**src/rtl/ledstat_pkg.sv**
```systemverilog
package ledstat_pkg;

    typedef enum logic [1:0] {
        RD_ONOFF  = 2'b00,
        RD_STATUS = 2'b01,
        RD_RSV_A  = 2'b10,
        RD_RSV_B  = 2'b11
    } rdsel_e;

    typedef enum logic [1:0] {
        DC_OFF  = 2'b00,
        DC_LOW  = 2'b01,
        DC_MID  = 2'b10,
        DC_HIGH = 2'b11
    } dcur_e;

endpackage

```
**src/rtl/lsc_diag_timer.sv**
```systemverilog
module lsc_diag_timer #(
    parameter int DUR_BASE = 8
) (
    input  logic       clk,
    input  logic       rst_n,
    input  logic       blank_i,
    input  logic       fall_i,
    input  logic [1:0] cur_i,
    input  logic [1:0] dur_i,
    output logic       run_nxt_o,
    output logic       exp_nxt_o,
    output logic [1:0] cur_nxt_o
);
    import ledstat_pkg::*;

    localparam int CNT_W = $clog2(DUR_BASE * 8);

    typedef struct packed {
        logic             run;
        logic             exp;
        logic [CNT_W-1:0] cnt;
        logic [1:0]       cur;
        logic [1:0]       dur;
    } tmr_s;

    tmr_s tmr_d, tmr_q;

    function automatic logic [CNT_W-1:0] last_of(input logic [1:0] s);
        return CNT_W'((DUR_BASE << s) - 1);
    endfunction

    always_comb begin
        tmr_d = tmr_q;
        if (blank_i) begin
            tmr_d = '0;
        end else if (fall_i) begin
            tmr_d = '0;
            if (dcur_e'(cur_i) != DC_OFF) begin
                tmr_d.run = 1'b1;
                tmr_d.cur = cur_i;
                tmr_d.dur = dur_i;
            end
        end else if (tmr_q.run) begin
            if (tmr_q.cnt == last_of(tmr_q.dur)) begin
                tmr_d.run = 1'b0;
                tmr_d.exp = 1'b1;
                tmr_d.cur = DC_OFF;
                tmr_d.cnt = '0;
            end else begin
                tmr_d.cnt = tmr_q.cnt + 1'b1;
            end
        end
    end

    always_ff @(posedge clk) begin
        if (!rst_n) tmr_q <= '0;
        else        tmr_q <= tmr_d;
    end

    assign run_nxt_o = tmr_d.run;
    assign exp_nxt_o = tmr_d.exp;
    assign cur_nxt_o = tmr_d.cur;

endmodule

```
**src/rtl/lsc_settle_mask.sv**
```systemverilog
module lsc_settle_mask #(
    parameter int MASK = 4
) (
    input  logic clk,
    input  logic rst_n,
    input  logic blank_i,
    input  logic fall_i,
    output logic masked_o
);
    generate
        if (MASK <= 1) begin : g_edge_only
            assign masked_o = fall_i;
        end else begin : g_counter
            localparam int MW = $clog2(MASK);

            typedef struct packed {
                logic [MW-1:0] left;
            } msk_s;

            msk_s msk_d, msk_q;

            always_comb begin
                msk_d = msk_q;
                if (blank_i)                msk_d.left = '0;
                else if (fall_i)            msk_d.left = MW'(MASK - 1);
                else if (msk_q.left != '0)  msk_d.left = msk_q.left - 1'b1;
            end

            always_ff @(posedge clk) begin
                if (!rst_n) msk_q <= '0;
                else        msk_q <= msk_d;
            end

            assign masked_o = fall_i | (msk_q.left != '0);
        end
    endgenerate

endmodule

```
**src/rtl/lsc_readback.sv**
```systemverilog
module lsc_readback #(
    parameter int CH = 16
) (
    input  logic          clk,
    input  logic          rst_n,
    input  logic          sample_i,
    input  logic [CH-1:0] det_i,
    input  logic          latch_i,
    input  logic [1:0]    rdsel_i,
    input  logic [CH-1:0] onoff_i,
    output logic [CH-1:0] hold_o,
    output logic [CH:0]   sr_o,
    output logic          load_o
);
    import ledstat_pkg::*;

    typedef struct packed {
        logic [CH-1:0] hold;
        logic [CH:0]   sr;
        logic          load;
    } rb_s;

    rb_s rb_d, rb_q;

    always_comb begin
        rb_d      = rb_q;
        rb_d.load = latch_i;
        if (sample_i) rb_d.hold = det_i;
        if (latch_i) begin
            if (rdsel_e'(rdsel_i) == RD_STATUS) rb_d.sr = {1'b0, rb_q.hold};
            else                                rb_d.sr = {1'b0, onoff_i};
        end
    end

    always_ff @(posedge clk) begin
        if (!rst_n) rb_q <= '0;
        else        rb_q <= rb_d;
    end

    assign hold_o = rb_q.hold;
    assign sr_o   = rb_q.sr;
    assign load_o = rb_q.load;

endmodule

```
**src/rtl/ledstat_ctrl.sv**
```systemverilog
module ledstat_ctrl #(
    parameter int CH       = 16,
    parameter int MASK     = 4,
    parameter int DUR_BASE = 8
) (
    input  logic          clk,
    input  logic          rst_n,
    input  logic          blank_i,
    input  logic          latch_i,
    input  logic [1:0]    rdsel_i,
    input  logic [CH-1:0] det_i,
    input  logic [CH-1:0] onoff_i,
    input  logic [1:0]    dcur_sel_i,
    input  logic [1:0]    dur_sel_i,
    output logic [CH-1:0] chan_on_o,
    output logic [1:0]    dcur_o,
    output logic [CH-1:0] det_view_o,
    output logic [CH-1:0] status_o,
    output logic [CH:0]   sr_o,
    output logic          sr_load_o,
    output logic          expired_o
);
    typedef struct packed {
        logic          blank_prev;
        logic [CH-1:0] chan_on;
        logic [1:0]    dcur;
        logic [CH-1:0] view;
        logic          exp;
    } top_s;

    localparam top_s TOP_RST = '{blank_prev: 1'b1, default: '0};

    top_s top_d, top_q;

    logic       fall;
    logic       masked;
    logic       sample_en;
    logic       run_nxt;
    logic       exp_nxt;
    logic [1:0] cur_nxt;

    assign fall      = top_q.blank_prev & ~blank_i;
    assign sample_en = ~blank_i & ~masked & ~exp_nxt;

    lsc_diag_timer #(.DUR_BASE(DUR_BASE)) u_tmr (
        .clk       (clk),
        .rst_n     (rst_n),
        .blank_i   (blank_i),
        .fall_i    (fall),
        .cur_i     (dcur_sel_i),
        .dur_i     (dur_sel_i),
        .run_nxt_o (run_nxt),
        .exp_nxt_o (exp_nxt),
        .cur_nxt_o (cur_nxt)
    );

    lsc_settle_mask #(.MASK(MASK)) u_msk (
        .clk      (clk),
        .rst_n    (rst_n),
        .blank_i  (blank_i),
        .fall_i   (fall),
        .masked_o (masked)
    );

    lsc_readback #(.CH(CH)) u_rb (
        .clk      (clk),
        .rst_n    (rst_n),
        .sample_i (sample_en),
        .det_i    (det_i),
        .latch_i  (latch_i),
        .rdsel_i  (rdsel_i),
        .onoff_i  (onoff_i),
        .hold_o   (status_o),
        .sr_o     (sr_o),
        .load_o   (sr_load_o)
    );

    always_comb begin
        top_d            = top_q;
        top_d.blank_prev = blank_i;
        top_d.exp        = exp_nxt;
        if (blank_i) begin
            top_d.chan_on = '0;
            top_d.dcur    = '0;
            top_d.view    = '0;
        end else begin
            top_d.chan_on = run_nxt ? '1 : onoff_i;
            top_d.dcur    = run_nxt ? cur_nxt : 2'b00;
            top_d.view    = exp_nxt ? '0 : det_i;
        end
    end

    always_ff @(posedge clk) begin
        if (!rst_n) top_q <= TOP_RST;
        else        top_q <= top_d;
    end

    assign chan_on_o  = top_q.chan_on;
    assign dcur_o     = top_q.dcur;
    assign det_view_o = top_q.view;
    assign expired_o  = top_q.exp;

endmodule

```
**config.mk**
```make
export PLATFORM = sky130hd
export DESIGN_NAME = ledstat_ctrl
export DESIGN_NICKNAME = d
export VERILOG_FILES = /design/src/rtl/ledstat_pkg.sv /design/src/rtl/lsc_diag_timer.sv /design/src/rtl/lsc_settle_mask.sv /design/src/rtl/lsc_readback.sv /design/src/rtl/ledstat_ctrl.sv
export SDC_FILE = /design/constraint.sdc
export NUM_CORES = 1
export LEC_CHECK = 0
export CORE_ASPECT_RATIO = 0.6
export CORE_MARGIN = 5
export CORE_UTILIZATION = 40
export CTS_BUF_LIST = sky130_fd_sc_hd__clkbuf_8
export DETAILED_ROUTE_END_ITERATION = 8
export PLACE_DENSITY_LB_ADDON = 0.1
export SLEW_MARGIN = 25
export SYNTH_ARGS = -nofsm -noshare
export SYNTH_HDL_FRONTEND = slang
export SYNTH_HIERARCHICAL = 1
export SYNTH_SLANG_ARGS = --single-unit
```
**constraint.sdc**
```tcl
create_clock -name clk -period 2.3 [get_ports clk]
set_input_delay 0.23 -clock clk [delete_from_list [all_inputs] [get_ports clk]]
set_output_delay 0.23 -clock clk [all_outputs]
set_load 0.01 [all_outputs]
```
==> flow_summary.toml <==
[setup_path]
worstPathArrival_ns = 2.42
end_kind = "register"
cp_slowest_cell = "dfxtp_1"
reg2reg_depth = 8
worstPathMaxFanout = 16
crit_type = "reg -> reg"
start_kind = "register"
critPathRequiredTime_ns = 2.55
worstPathCellList = "xor2_1 -> a2bb2oi_2 -> a21oi_4 -> o21a_1 -> nor3_2 -> buf_12 -> mux2i_1 -> nor2b_1"
slowest_delay_ns = 0.40

[clock_network]
clk_pin_slew_worst_paths_ns = 0.09
cts_tree = "built"
cts-hold-fix-buffers = 0
cts_buffers = 9
cts_max_path_buffers = 2
clk_latency_ns = 0.37
cts-root-buf = "clkbuf_8"
htree_levels = 3
clock-sinks = 83

[drt]
drtIter0Drc = 132
antenna_left = 0
dr_total_vias = 2622
firstDrtPassIters = 4
avgRoutedWirePerCell_um = 15.9
vias_per_cell = 4.72
detail_route.drc_violations = 0
wl_um = 8840

[power_and_ir_drop]
powerDensity_mw_per_mm2 = 669
p_leak_nw = 1.88
peakVddDrop_uv = 349

[timing]
slew_headroom_pct = 40.6
fmax_mhz = 462
worst_pin_slew_ns = 0.892
skew_ns = 0.0119
setup_viol = 0
slew_violations = 0
fin_crit_ns = 2.16
finalCritPeriodShare_pct = 94.1
hold_viol_final = 0
final.setup.tns_ns = 0
timing.hold.ws_ns = 0.453

[logic_synthesis]
yosysSeqAreaShare_pct = 46.5
yosysWarnings = 6
synth_seq_cells = 83
syn-cell-area_mm2 = 0.00358
synth.largest_area_cell = "dfxtp_1"
syn_avg_cell_area_um2 = 9.96
yosysTopAreaCellShare_pct = 46.5
syn_nets = 403
syn_inst = 359
synth_cell_type_count = 40
synthTopCellsByArea = "dfxtp_1, buf_4, nor2_1, mux2i_1, a311oi_2"

[job]
max-cap-violations = 0

[grt]
grt_pass1_wl_um = 14200
grt_usage_pct = 16.2
grt_antenna_before_repair = 0
grt_pass1_vias = 2739
grt_start_max_net_pins = 50
grt-ovfl-total = 0

[finish]
post-route-util_pct = 55.6
fillers = 745
final_cells = 555
layout-drive-gt1-share_pct = 14.7
diodes = 0
nNetsFinal = 482
syn2layout_area_growth_pct = 34.1

[placement]
numPortBuffers = 109
dp.cells = 538
dp_hpwl_um = 6580
place.gp.congestion = 0.763

[die]
chipWidth_um = 132
ios = 111
initial_core_util_pct = 41.5
die_y_um = 83.2
die_area_mm2 = 0.0110
core_region_area_mm2 = 0.00862
row_count = 26

[status]
status = "finished clean"

[min_path]
hold_path.class = "in -> reg"
whs_path_depth = 3
==> cells by family (layout without fill, tap and decap cells) <==
| family | Yosys count | after routing | synth area share [%] |
|---|---|---|---|
| AOI/OAI and AO/OA | 46 | 46 | 11.1 |
| xor gates and xnor gates | 6 | 6 | 1.47 |
| adders and majority gates | 2 | 2 | 0.700 |
| buffers and inverters | 74 | 158 | 12.9 |
| DFF | 83 | 83 | 46.5 |
| muxes | 18 | 18 | 5.04 |
| other | 1 | 1 | 0.105 |
| and+or+nand+nor | 129 | 129 | 22.2 |
==> cells in the final DEF (no fill, tap or decap), types with 8 or more instances in the layout <==
master,count
clkdlybuf4s50_1,109
dfxtp_1,83
nor2_1,49
inv_1,19
mux2i_1,18
nor2b_1,18
o21ai_0,16
and2_2,12
buf_4,12
and4bb_1,10
a311oi_2,10
clkbuf_8,9
nand2_1,8
==> cells in the mapped netlist <==
cell and n:
and2_2 12, a22oi_1 2, inv_1 19, a21oi_1 2, buf_4 36, a22o_1 2, nand2_1 8, nor3b_4 1
nand3_1 2, o21a_1 1, nor4b_2 1, xnor2_1 3, nor3_1 7, a311oi_1 6, dfxtp_1 83, and2b_2 1
and2_1 6, clkbuf_1 7, nand2b_1 4, nand4_1 2, and4bb_1 10, or3_1 1, nor2_1 49, conb_1 1
a31oi_1 2, buf_8 1, o21ba_1 2, o21ai_0 16, or2b_1 1, xor2_1 3, a211oi_1 1, and4bb_2 6
buf_6 4, a311oi_2 10, a21oi_2 1, ha_1 2, nor2b_1 18, buf_2 7, mux2i_1 18, a2bb2oi_2 1
==> sequential cells by signal, indices dropped and copies added, names as in the netlist <==
register,count
expired_o,1
chan_on_o,16
u_msk/g_counter.msk_q,2
dcur_o,2
u_rb/hold_o,16
u_rb/sr_o,16
top_q,1
u_tmr/tmr_q,12
u_rb/load_o,1
det_view_o,16
==> cell type report <==
cell class	count	area (um2)	area share, %
inverters	19	71.3	1.49
repair buffers	123	1220	25.5
clock buffers	9	124	2.58
multi-input cells	202	1480	30.8
clock inverters	7	103	2.14
well taps	112	140	2.92
flip-flops and latches	83	1660	34.6
==> stage by stage <==
| stage | instance area [um2] | power (mW) | worst slack, ns |
|---|---|---|---|
| 2_1_floorplan | 3580 | 1.84 | 0.304 |
| 3_3_place_gp | 4540 | 2.07 | -0.0960 |
| 3_5_place_dp | 4540 | 2.08 | 0.0995 |
| 4_1_cts | 4770 | 3.25 | 0.121 |
| 5_1_grt | 4800 | 3.36 | -0.00133 |
| 6_report | 4800 | 3.21 | 0.136 |
==> critical path, delay by kind of cell, from the launching register on <==
kind / cells / cell delay, ns
AOI/OAI and AO/OA: 3 / 0.74
xor gates and xnor gates: 1 / 0.20
buffers and inverters: 1 / 0.21
DFF: 1 / 0.40
muxes: 1 / 0.21
and+or+nand+nor: 2 / 0.28
==> where the power goes <==
group          leakage (nW)  switching, mW  internal [mW]
sequential            0.681         0.0365           1.51
clock                 0.110          0.546          0.618
combinational          1.09          0.216          0.284
total                  1.88          0.798           2.41
==> final timing paths <==
check | from | end | slack (ns)
worst max-delay path | u_tmr/tmr_q[0] | u_rb/hold_o[10] | 0.14
worst min-delay path | onoff_i[11] | chan_on_o[11] | 0.45
worst max register to register | u_tmr/tmr_q[0] | u_rb/hold_o[10] | 0.14
worst min register to register | u_tmr/tmr_q[10] | u_tmr/tmr_q[10] | 0.49
==> metal layers <==
layer / wire length (um) / vias up / global-route usage (%) / part of all wire [%]
met5: 0 / - / 0 / 0
met3: 829 / 12 / 7.67 / 9.4
met4: 112 / 0 / 5.04 / 1.3
li1: - / 1329 / - / -
met2: 3480 / 89 / 22.1 / 39
met1: 4420 / 1192 / 22.2 / 50
==> timing repair <==
item,CTS,global route
buffers inserted,0,1
setup endpoints to repair,0,21
resized for setup,0,1
(Power assumes the default switching activity.)
